==> src/rtl/ep_regs_pkg.sv <==
package ep_regs_pkg;
  localparam int unsigned EPIDX_W = 3;
  localparam int unsigned BYTE_W  = 8;

  localparam logic [BYTE_W-1:0] ADDR_SEL = 8'hE9;
  localparam logic [BYTE_W-1:0] ADDR_RST = 8'hEA;
  localparam logic [BYTE_W-1:0] ADDR_CTL = 8'hEB;

  localparam int unsigned B_STALL     = 5;
  localparam int unsigned B_STALL_CLR = 4;
  localparam int unsigned B_TOG_RST   = 3;
  localparam int unsigned B_EN        = 0;
endpackage

==> src/rtl/ep_bank.sv <==
module ep_bank
  import ep_regs_pkg::*;
(
  input  logic              clk,
  input  logic              rst,
  input  logic              in_rst,
  input  logic              ctl_wr,
  input  logic [BYTE_W-1:0] wdata,
  input  logic              hw_clr,
  output logic              en_o,
  output logic              stall_o,
  output logic              tog_o
);
  logic en_q, stall_q, tog_q;

  always_ff @(posedge clk) begin
    if (rst) begin
      en_q    <= 1'b0;
      stall_q <= 1'b0;
      tog_q   <= 1'b0;
    end else if (in_rst) begin
      en_q    <= 1'b0;
      stall_q <= 1'b0;
      tog_q   <= 1'b1;
    end else begin
      if (ctl_wr) en_q <= wdata[B_EN];
      if (ctl_wr && wdata[B_STALL_CLR])  stall_q <= 1'b0;
      else if (ctl_wr && wdata[B_STALL]) stall_q <= 1'b1;
      else if (hw_clr)                   stall_q <= 1'b0;
      tog_q <= ctl_wr && wdata[B_TOG_RST];
    end
  end

  assign en_o    = en_q;
  assign stall_o = stall_q;
  assign tog_o   = tog_q;


  held_rst_chk: assert property (@(posedge clk) disable iff (rst)
    in_rst |=> (!en_q && !stall_q && tog_q));


  set_wins_chk: assert property (@(posedge clk) disable iff (rst)
    (!in_rst && ctl_wr && wdata[B_STALL] && !wdata[B_STALL_CLR]) |=> stall_q);


  hw_clr_chk: assert property (@(posedge clk) disable iff (rst)
    (!in_rst && hw_clr && !(ctl_wr && wdata[B_STALL])) |=> !stall_q);


  tog_pulse_chk: assert property (@(posedge clk) disable iff (rst)
    (!in_rst && !(ctl_wr && wdata[B_TOG_RST])) |=> !tog_q);
endmodule

==> src/rtl/ep_rdmux.sv <==
module ep_rdmux
  import ep_regs_pkg::*;
#(
  parameter int unsigned NUM_EP = 5
) (
  input  logic [BYTE_W-1:0]  addr,
  input  logic [EPIDX_W-1:0] sel,
  input  logic [NUM_EP-1:0]  rst_bits,
  input  logic [NUM_EP-1:0]  en,
  input  logic [NUM_EP-1:0]  stall,
  output logic [BYTE_W-1:0]  data
);
  logic [BYTE_W-1:0] ctl_word;

  always_comb begin
    ctl_word = '0;
    for (int i = 0; i < NUM_EP; i++) begin
      if (sel == EPIDX_W'(i)) begin
        ctl_word[B_STALL] = stall[i];
        ctl_word[B_EN]    = en[i];
      end
    end
  end

  always_comb begin
    unique case (addr)
      ADDR_SEL: data = BYTE_W'(sel);
      ADDR_RST: data = BYTE_W'(rst_bits);
      ADDR_CTL: data = ctl_word;
      default:  data = '0;
    endcase
  end
endmodule

==> src/rtl/ep_ctl_regs.sv <==
module ep_ctl_regs
  import ep_regs_pkg::*;
#(
  parameter int unsigned NUM_EP = 5
) (
  input  logic                clk,
  input  logic                rst,
  input  logic [7:0]          cpu_addr,
  input  logic [7:0]          cpu_wdata,
  input  logic                cpu_we,
  input  logic                cpu_re,
  output logic [7:0]          cpu_rdata,
  input  logic                eng_stall_sent,
  input  logic [2:0]          eng_stall_ep,
  input  logic                eng_setup_seen,
  input  logic [2:0]          eng_setup_ep,
  output logic [NUM_EP-1:0]   ep_enable,
  output logic [NUM_EP-1:0]   ep_stall_req,
  output logic [NUM_EP-1:0]   ep_in_reset,
  output logic [NUM_EP-1:0]   ep_toggle_clr
);
  logic [EPIDX_W-1:0] sel_q;
  logic [NUM_EP-1:0]  rst_q;
  logic [BYTE_W-1:0]  rd_mux, rdata_q;
  logic               ctl_wr_any;

  assign ctl_wr_any = cpu_we && (cpu_addr == ADDR_CTL);

  always_ff @(posedge clk) begin
    if (rst) begin
      sel_q <= '0;
      rst_q <= '0;
    end else if (cpu_we) begin
      if (cpu_addr == ADDR_SEL) sel_q <= cpu_wdata[EPIDX_W-1:0];
      if (cpu_addr == ADDR_RST) rst_q <= cpu_wdata[NUM_EP-1:0];
    end
  end

  generate
    for (genvar g = 0; g < NUM_EP; g++) begin : g_ep
      logic hit, clr;
      assign hit = ctl_wr_any && (sel_q == EPIDX_W'(g));
      assign clr = (eng_stall_sent && (eng_stall_ep == EPIDX_W'(g))) ||
                   (eng_setup_seen && (eng_setup_ep == EPIDX_W'(g)));
      ep_bank u_bank (
        .clk     (clk),
        .rst     (rst),
        .in_rst  (rst_q[g]),
        .ctl_wr  (hit),
        .wdata   (cpu_wdata),
        .hw_clr  (clr),
        .en_o    (ep_enable[g]),
        .stall_o (ep_stall_req[g]),
        .tog_o   (ep_toggle_clr[g])
      );
    end
  endgenerate

  ep_rdmux #(.NUM_EP(NUM_EP)) u_rdmux (
    .addr     (cpu_addr),
    .sel      (sel_q),
    .rst_bits (rst_q),
    .en       (ep_enable),
    .stall    (ep_stall_req),
    .data     (rd_mux)
  );

  always_ff @(posedge clk) begin
    if (rst)         rdata_q <= '0;
    else if (cpu_re) rdata_q <= rd_mux;
    else             rdata_q <= '0;
  end

  assign cpu_rdata   = rdata_q;
  assign ep_in_reset = rst_q;


  sel_rd_chk: assert property (@(posedge clk) disable iff (rst)
    (cpu_re && cpu_addr == ADDR_SEL) |=> (cpu_rdata[7:3] == 5'd0));


  oob_wr_chk: assert property (@(posedge clk) disable iff (rst)
    (ctl_wr_any && sel_q >= EPIDX_W'(NUM_EP) && ep_in_reset == '0) |=> $stable(ep_enable));


  rst_mirror_chk: assert property (@(posedge clk) disable iff (rst)
    (cpu_we && cpu_addr == ADDR_RST) |=> (ep_in_reset == $past(cpu_wdata[NUM_EP-1:0])));
endmodule

==> config.mk <==
export PLATFORM = sky130hd
export DESIGN_NAME = ep_ctl_regs
export DESIGN_NICKNAME = d
export VERILOG_FILES = /design/src/rtl/ep_regs_pkg.sv /design/src/rtl/ep_bank.sv /design/src/rtl/ep_rdmux.sv /design/src/rtl/ep_ctl_regs.sv
export SDC_FILE = /design/constraint.sdc
export NUM_CORES = 1
export LEC_CHECK = 0
export ABC_AREA = 1
export ABC_CLOCK_PERIOD_IN_PS = 1100
export BUFFER_PORTS_ARGS = -buffer_cell sky130_fd_sc_hd__buf_2
export CAP_MARGIN = 15
export CORE_MARGIN = 1.5
export CORE_UTILIZATION = 35
export CTS_CLUSTER_DIAMETER = 60
export DETAILED_ROUTE_END_ITERATION = 7
export PLACE_DENSITY = 0.61
export SETUP_SLACK_MARGIN = 0.1
export SYNTH_ARGS = -nofsm -noshare
export SYNTH_HDL_FRONTEND = slang
export SYNTH_SLANG_ARGS = --single-unit
==> constraint.sdc <==
create_clock -name clk -period 1.1 [get_ports clk]
set_input_delay 0.22 -clock clk [delete_from_list [all_inputs] [get_ports clk]]
set_output_delay 0.22 -clock clk [all_outputs]
set_load 0.01 [all_outputs]
==> results.py, run 1 <==
metrics = {
    "die": {
        "rows": 24,
        "core_um2": 4444,
        "die_y_um": 71.83,
        "dieWidth_um": 71.83,
        "start_util": 0.3730,
        "die-area_um2": 5159,
        "io-pin-count": 56,
    },
    "logic_synthesis": {
        "ys_seq_area_frac": 0.3502,
        "synth_xor_area_frac": 0,
        "synth_top_family_by_area": "simple AND/OR/NAND/NOR gates",
        "synthMuxAreaShare": 0,
        "ys_ff_latch": 29,
        "synth-edff-count": 0,
        "synth-main-ff-cell": "dfxtp_1",
        "synth_top_area_frac": 0.3502,
        "yosysTopAreaCell": "dfxtp_1",
        "synth_fa_ha_area_frac": 0,
        "yosysUniqueCellTypes": 26,
        "syn_area_um2": 1658,
        "synthSimpleGateAreaFrac": 0.3426,
        "synth.avg_cell_area_um2": 7.085,
        "yosys-top-cells-area": "dfxtp_1 35%, buf_4 10%, nand2_1 9.1%, nor2_1 6.6%, inv_1 6.1%",
        "synth-async-reset-ratio": 0,
        "netlist_instances": 234,
        "synth-compound-area-share": 0.1298,
        "ys_warn_count": 0,
    },
    "sta": {
        "finalCritPeriodShare": 1.035,
        "finalHoldViolCount": 0,
        "tns_ps": -90.69,
        "worst_clock_skew_ps": 4.631,
        "setup_slack_ps": -38.51,
        "finalSetupViolations": 5,
        "max_freq_mhz": 878.3,
        "finalMaxSlewViolations": 0,
        "fin_crit_ps": 1139,
        "rsz0062_at_grt": "yes",
    },
    "drt": {
        "drt_iter0_markers": 101,
        "drcViolationCount": 0,
        "ant_nets": 0,
        "num_vias": 1727,
        "wl_mm": 4.537,
        "drtPass1Iterations": 6,
        "wl_per_cell_um": 12.89,
        "vias_per_cell": 4.906,
    },
    "placed_design": {
        "place_ws_ps": -202.3,
        "dp_hpwl_mm": 3.232,
        "routabilityCongestion": 0.8240,
        "port-buffer-count": 51,
    },
    "cts": {
        "ctsLongestPathBuffers": 2,
        "cts_buffers": 5,
        "cts_tree": "done",
        "cts_sinks": 29,
        "htreeDepth": 2,
        "clk_pin_slew_ps": 60,
        "hold_buffers": 0,
        "clockRootBuffer": "clkbuf_8",
        "insertion_delay_ps": 290,
    },
    "worst_hold_path": {
        "hold_end": "ep_in_reset[1]",
        "hold_start": "cpu_wdata[1]",
        "hp-class": "in2reg",
        "hold_depth": 3,
    },
    "power_and_ir_drop": {
        "power_mw": 2.194,
        "leakage_nw": 1.124,
        "ir_worst_vdd_mv": 0.4276,
        "power.density_nw_per_um2": 903.2,
    },
    "layout": {
        "drive_gt1_frac": 0.5367,
        "seq_area_um2": 609.3,
        "area_delta_synth_final_pct": 46.49,
        "multi_input_area_um2": 993.5,
        "n_antenna_cell": 0,
        "finalNetCount": 328,
        "nFillCells": 404,
    },
    "worst_setup_path": {
        "crit_arrival_ps": 1360,
        "start_kind": "flip-flop",
        "crit_fanout": 5,
        "rr_worst_depth": 6,
        "cp.required_ps": 1320,
        "reg2reg_slack_ps": -40,
        "r2r-end": "g_ep[1].u_bank.en_o",
        "reg2reg_from": "sel_q[2]",
        "criticalPathCategory": "reg2reg",
        "cp-end-kind": "flip-flop",
    },
    "global_route": {
        "antenna_found_initial": 0,
        "grt_pass1_vias": 1575,
        "grt_pass1_wl_mm": 6.900,
        "track_usage": 0.1711,
        "grt_max_degree": 11,
        "grt_overflow": 0,
    },
    "outcome": {
        "violations": "negative setup slack",
        "status": "complete, but fails checks",
    },
    "flow_run": {
        "drv_cap": 0,
    },
}
[worst max-delay path, cell delays in order, from the launching register on]
cell and delay [ps]:
dfxtp_4 370, buf_4 140, nor3_4 170, inv_2 100, nor2_4 110, o21ai_0 80
nor2_1 100
[layer usage]
metal,GRT usage,vias up,routed length (um)
li1,-,880,-
met2,0.2850,45,2171
met4,0.04403,0,45
met3,0.04501,7,235
met5,0,-,0
met1,0.2204,795,2085
[cell type report]
class                      count  area share
multi-input combinational    152      0.4091
timing repair buffer          81      0.2179
clock buffer                   7     0.03555
tap                           52     0.02679
sequential                    29      0.2509
inverter                      31     0.05976
[worst max path at each step]
stage / end / startpoint / slack, ps / cells past startpoint
6_report: g_ep[1].u_bank.en_o / sel_q[2] / -40 / 6
5_1_grt: cpu_rdata[0] / sel_q[2] / -100 / 9
4_1_cts: cpu_rdata[0] / sel_q[2] / -20 / 8
3_5_place_dp: cpu_rdata[0] / cpu_addr[2] / -200 / 8
3_3_place_gp: cpu_rdata[0] / cpu_addr[2] / -180 / 8
2_1_floorplan: sel_q[1] / cpu_addr[4] / 50 / 6
[power by group]
part / leakage, nW / internal [mW] / switching (mW)
sequential: 0.243 / 1.04 / 0.00111
combinational: 0.836 / 0.102 / 0.150
clock: 0.0443 / 0.495 / 0.401
[layout by cell type (no fill, tap or decap), types with 2 or more instances in the layout]
cell      count
nand2_1      32
buf_2        49
nand2_2       4
inv_1        20
buf_6         3
nand3_1      13
o21ai_2       6
conb_1        2
o211ai_1      3
inv_4         3
clkbuf_8      6
inv_2         6
a21oi_1      10
buf_12        2
nand2_4       4
nand4_1       5
nor3_1        4
nor2_1       26
nor3_2        5
nor3_4        3
dfxtp_4       3
nand3_4       4
nor2_2        3
dfxtp_2      14
a21oi_2       8
dfxtp_1      12
buf_4        26
o21ai_1       4
nand4_4       2
o21ai_0       4
nor2_4        4
[cells in the mapped netlist, types with 4 or more instances]
cell / number
inv_1: 27
nor3_1: 11
nor2_2: 4
a21oi_2: 5
nand3_1: 14
buf_4: 22
inv_2: 4
dfxtp_1: 29
nor2_1: 29
nand2_1: 40
nand4_1: 5
o21ai_0: 12
a21oi_1: 13
[through the flow]
| step | hold slack, ps | cells | cell area, um^2 | util |
|---|---|---|---|---|
| final | 218.2 | 352 | 2429 | 0.5465 |
| after global routing | 249.4 | 352 | 2429 | 0.5465 |
| after CTS | 209.1 | 341 | 2238 | 0.5037 |
| after detailed placement | 502.0 | 331 | 2024 | 0.4555 |
| after global placement | 497.4 | 331 | 2024 | 0.4555 |
| after floorplan | 344.6 | 235 | 1725 | - |
[state kept, by name, indices dropped and copies added (netlist names)]
name                 flops
cpu_rdata                6
ep_in_reset              5
g_ep.u_bank.en_o         5
sel_q                    3
g_ep.u_bank.stall_o      5
g_ep.u_bank.tog_o        5
[cells by family (layout without fill, tap and decap cells)]
logic type,after synthesis,after routing
other,1,2
flip-flops,29,29
AO/OA/AOI/OAI,37,37
AND/OR/NAND/NOR,112,113
buffers and inverters,55,119
[timing repair]
item                       in CTS  in global routing
resized for setup              34                 34
setup endpoints to repair      26                 34
pin swaps                      13                 18
setup buffers                   3                 10
gates cloned                    0                  1
No activity file was read; power rests on OpenSTA's default activity.
==> run 2, diff against run 1 <==
Settings changed: SKIP_CTS_REPAIR_TIMING set to 1.
==> run 2 against run 1 <==
Effect of this change:
- the flow still finishes with violations (negative setup slack)
- sequential cell count stayed put
- largest cell class unchanged
- global-route usage is 0.53 points lower
- largest power group unchanged
- highest routed layer unchanged
- worst setup slack worse by 10 ps
- final cell count is 1.1% lower
- wire length is 2.6% lower
- critical path type unchanged
==> results.py, run 2 (synthesis gave the netlist of run 1 again) <==
metrics = {
    "layout": {
        "n_antenna_cell": 0,
        "final_common_cell": "buf_2",
        "finalNetCount": 324,
        "multi_input_area_um2": 954.7,
        "seq_area_um2": 610.6,
        "largest_register_ffs": 6,
        "nFillCells": 411,
        "area_delta_synth_final_pct": 42.49,
        "final_cells": 348,
        "drive_gt1_frac": 0.5000,
        "final_cell_mix": "48 x buf_2, 35 x nand2_1, 27 x nor2_1",
    },
    "power_and_ir_drop": {
        "ir_worst_vdd_mv": 0.4530,
        "power.density_nw_per_um2": 922.7,
        "leakage_nw": 1.106,
    },
    "worst_setup_path": {
        "cp.required_ps": 1310,
        "criticalPathCategory": "reg2reg",
        "start_kind": "flip-flop",
        "crit_start": "sel_q[2]",
        "reg2reg_from": "sel_q[2]",
        "r2r-end": "g_ep[2].u_bank.en_o",
        "reg2reg_slack_ps": -50,
        "cp-end-kind": "flip-flop",
        "crit_arrival_ps": 1360,
        "crit_fanout": 5,
        "rr_worst_depth": 9,
    },
    "placed_design": {
        "dp_hpwl_mm": 3.232,
        "numPlacedInstances": 331,
        "port-buffer-count": 51,
        "routabilityCongestion": 0.8240,
    },
    "global_route": {
        "grt_use_met3": 0.04501,
        "grt_max_degree": 11,
        "met2_usage": 0.2737,
        "grt_pass1_wl_mm": 6.713,
        "grt_pass1_vias": 1559,
        "use_met1": 0.2125,
        "grt_overflow": 0,
        "busiest_layer": "met2",
        "track_usage": 0.1658,
        "antenna_found_initial": 0,
    },
    "cts": {
        "ctsLongestPathBuffers": 2,
        "cts_sinks": 29,
        "cts_buffers": 5,
        "insertion_delay_ps": 280,
        "cts_tree": "done",
        "clk_pin_slew_ps": 60,
        "htreeDepth": 2,
        "clockRootBuffer": "clkbuf_8",
    },
    "sta": {
        "fin_crit_ps": 1149,
        "finalCritPeriodShare": 1.044,
        "max_freq_mhz": 870.5,
        "finalHoldViolCount": 0,
        "finalSetupViolations": 4,
        "rsz0062_at_grt": "yes",
        "worst_clock_skew_ps": 3.362,
        "setup_slack_ps": -48.82,
        "worst_hold_slack_ps": 219.9,
        "finalMaxSlewViolations": 0,
    },
    "outcome": {
        "status": "complete, but fails checks",
        "violations": "negative setup slack",
    },
    "worst_hold_path": {
        "hp-class": "in2reg",
        "hold_depth": 3,
        "hold_end": "ep_in_reset[1]",
        "hold_start": "cpu_wdata[1]",
    },
    "die": {
        "io-pin-count": 56,
        "start_util": 0.3730,
        "die-area_um2": 5159,
        "dieWidth_um": 71.83,
        "die_y_um": 71.83,
        "core_um2": 4444,
        "rows": 24,
    },
    "drt": {
        "num_vias": 1712,
        "vias_per_cell": 4.920,
        "wl_mm": 4.418,
        "ant_nets": 0,
        "drt_iter0_markers": 90,
        "wl_per_cell_um": 12.70,
        "drcViolationCount": 0,
        "drtPass1Iterations": 6,
    },
    "flow_run": {
        "drv_cap": 0,
    },
}
-- run 2: worst max-delay path, cell delays in order (launching register included) --
cell	delay (ps)
dfxtp_4	410
inv_4	60
nand2_4	70
inv_2	50
nand2_4	80
inv_4	40
nand3_4	80
inv_2	40
buf_4	120
a21oi_2	110
-- run 2: report_power, final --
group / internal (mW) / switching, mW
combinational: 0.101 / 0.143
sequential: 1.04 / 0.00121
clock: 0.495 / 0.397
-- run 2: final cells by class --
class,instances,area share
multi-input combinational,152,0.4041
sequential,29,0.2585
timing repair buffer,77,0.2140
inverter,31,0.05932
clock buffer,7,0.03655
tap,52,0.02754
-- run 2: worst max path at each step --
stage,to,depth (start not counted)
floorplan,sel_q[1],6
global placement,cpu_rdata[0],8
detailed placement,cpu_rdata[0],8
CTS,g_ep[1].u_bank.tog_o,6
global route,g_ep[4].u_bank.stall_o,7
finish,g_ep[2].u_bank.en_o,9
-- run 2: per-layer routing --
| layer | wire length (um) | part of all wire |
|---|---|---|
| met5 | 0 | 0 |
| met4 | 46 | 0.010 |
| met3 | 295 | 0.067 |
| met2 | 2126 | 0.48 |
| met1 | 1949 | 0.44 |
-- run 2: metrics by stage --
step / setup slack (ps) / area (um^2) / util / setup TNS, ps / total power [mW]
3_3_place_gp: -177.5 / 2024 / 0.4555 / -3440 / 1.286
3_5_place_dp: -202.3 / 2024 / 0.4555 / -3879 / 1.289
5_1_grt: -108.5 / 2362 / 0.5315 / -942.8 / 2.262
6_report: -48.82 / 2362 / 0.5315 / -143.5 / 2.180
4_1_cts: -101.6 / 2111 / 0.4749 / -583.1 / 2.168
2_1_floorplan: 45.64 / 1725 / - / 0 / 1.168
==> run 3, diff against run 2 <==
Settings changed: ABC_AREA 1 to 0, PLACE_DENSITY 0.61 to 0.62.
==> run 3 against run 2 <==
Effect of this change:
- the flow still finishes with violations (negative setup slack)
- clock skew up 0.90 ps
- sequential share of layout area grew 0.33 points
- via count fell by 11%
==> results.py, run 3 <==
metrics = {
    "outcome": {
        "status": "complete, but fails checks",
        "violations": "negative setup slack",
    },
    "placed_design": {
        "port-buffer-count": 51,
        "dp_hpwl_mm": 3.182,
        "place_area_um2": 1982,
        "routabilityCongestion": 0.8502,
    },
    "worst_setup_path": {
        "slowest_delay_ps": 490,
        "crit_fanout": 4,
        "start_kind": "flip-flop",
        "critical-path-slowest-cell": "mux4_2",
        "cp_cell_sequence": "mux4_2, nor2b_1, a31oi_1, nor3_1",
        "crit_arrival_ps": 1470,
        "cp.required_ps": 1270,
        "critPathTopFamily": "multiplexers",
        "cp-end-kind": "flip-flop",
        "cp_num_buf_inv": 0,
        "criticalPathCategory": "reg2reg",
    },
    "sta": {
        "finalSetupViolations": 17,
        "finalHoldViolCount": 0,
        "max_freq_mhz": 764.6,
        "worst_clock_skew_ps": 4.261,
        "worst_hold_slack_ps": 203.9,
        "finalCritPeriodShare": 1.189,
        "rsz0062_at_grt": "yes",
        "finalMaxSlewViolations": 0,
        "fin_crit_ps": 1308,
        "setup_slack_ps": -207.8,
    },
    "die": {
        "die-area_um2": 4965,
        "die_y_um": 70.46,
        "rows": 24,
        "io-pin-count": 56,
        "core_um2": 4354,
        "dieWidth_um": 70.46,
        "start_util": 0.3658,
    },
    "logic_synthesis": {
        "synth-async-reset-ratio": 0,
        "synth_top_area_frac": 0.3645,
        "yosysTopAreaCell": "dfxtp_1",
        "ys_warn_count": 0,
        "ys_seq_area_frac": 0.3645,
        "yosysUniqueCellTypes": 38,
        "synth-edff-count": 0,
        "ys_top_cells_by_count": "29 x dfxtp_1, 23 x buf_4, 23 x nor2_1",
        "yosysMostFrequentCell": "dfxtp_1",
        "syn_area_um2": 1593,
        "ys_ff_latch": 29,
        "synth-main-ff-cell": "dfxtp_1",
        "yosys-top-cells-area": "dfxtp_1 36%, buf_4 11%, mux2i_1 5.7%, nor2_1 5.4%, a31oi_1 3.5%",
        "synth.avg_cell_area_um2": 9.050,
        "netlist_instances": 176,
    },
    "layout": {
        "multi_input_area_um2": 870.8,
        "area_delta_synth_final_pct": 48.86,
        "seq_area_um2": 620.6,
        "finalNetCount": 274,
        "nFillCells": 412,
        "final_cell_mix": "40 x buf_2, 28 x buf_4, 22 x nor2_1",
        "final_common_cell": "buf_2",
        "post-route-util": 0.5445,
        "n_antenna_cell": 0,
        "postLayoutCellArea_um2": 2371,
        "drive_gt1_frac": 0.5587,
        "largest_register_ffs": 6,
    },
    "worst_hold_path": {
        "hp-class": "in2reg",
    },
    "power_and_ir_drop": {
        "power_mw": 2.080,
        "ir_worst_vdd_mv": 0.3917,
        "leakage_nw": 1.104,
        "power.density_nw_per_um2": 877.2,
    },
    "drt": {
        "num_vias": 1531,
        "wl_per_cell_um": 15.11,
        "drtPass1Iterations": 4,
        "wl_mm": 4.519,
        "vias_per_cell": 5.120,
        "drcViolationCount": 0,
        "ant_nets": 0,
        "drt_iter0_markers": 98,
    },
    "cts": {
        "cts_sinks": 29,
        "ctsLongestPathBuffers": 2,
        "cts_buffers": 5,
        "insertion_delay_ps": 280,
        "htreeDepth": 2,
        "clockRootBuffer": "clkbuf_8",
        "clk_pin_slew_ps": 60,
        "cts_tree": "done",
    },
    "global_route": {
        "track_usage": 0.1738,
        "grt_pass1_wl_mm": 6.741,
        "grt_pass1_vias": 1450,
        "grt_max_degree": 24,
        "grt_overflow": 0,
        "antenna_found_initial": 0,
    },
    "flow_run": {
        "drv_cap": 0,
    },
}
-- run 3: cell types whose count changed in the layout (fill, tap and decap cells not counted), moves of 6 or more --
cell,previous run,this run
inv_2,7,0
a21oi_1,10,1
buf_4,22,28
mux2i_1,0,9
buf_6,4,20
inv_1,20,3
buf_2,48,40
nand2_1,35,9
-- run 3: final timing paths --
| kind | startpoint | end | slack, ps | cells after the start |
|---|---|---|---|---|
| max reg2reg | sel_q[1] | cpu_rdata[5] | -210 | 4 |
| min | cpu_wdata[1] | ep_in_reset[1] | 200 | 3 |
| max | sel_q[1] | cpu_rdata[5] | -210 | 4 |
| min reg2reg | g_ep[4].u_bank.stall_o | cpu_rdata[5] | 530 | 2 |
-- run 3: power by group --
| group | internal (mW) | switching, mW | total [mW] |
|---|---|---|---|
| clock | 0.437 | 0.411 | 0.849 |
| sequential | 1.03 | 0.000792 | 1.03 |
| combinational | 0.0970 | 0.100 | 0.197 |
-- run 3: through the flow --
stage	setup slack (ps)	TNS, ps	cells
3_3_place_gp	-324.2	-5722	283
4_1_cts	-210.1	-2391	291
5_1_grt	-263.0	-2588	299
2_1_floorplan	-202.1	-2455	177
3_5_place_dp	-359.0	-6031	283
6_report	-207.8	-1735	299
-- run 3: cell families after synthesis --
kind of cell,count (synthesis),synth area share
AO/OA/AOI/OAI,36,0.1744
buffers and inverters,33,0.1438
flip-flops,29,0.3645
multiplexers,10,0.07070
other,1,0.002354
AND/OR/NAND/NOR,67,0.2443
-- run 3: worst reg2reg max path, cell delays in order (launching register included) --
cell     delay (ps)
dfxtp_4         380
mux4_2          490
nor2b_1         140
a31oi_1         130
nor3_1           50
-- run 3: area by class of cell --
cell class / instances / share of cell area
multi-input cells: 115 / 0.3673
well taps: 52 / 0.02744
inverters: 3 / 0.004749
flip-flops and latches: 29 / 0.2617
clock buffers: 6 / 0.03061
clock inverters: 2 / 0.004222
repair buffers: 92 / 0.3040
-- run 3: per-layer routing --
layer | wire (um) | vias up | GRT usage
met5 | 0 | - | 0
met4 | 77 | 0 | 0.06624
met3 | 285 | 8 | 0.03896
met2 | 2246 | 53 | 0.2956
met1 | 1909 | 710 | 0.2121
li1 | - | 760 | -
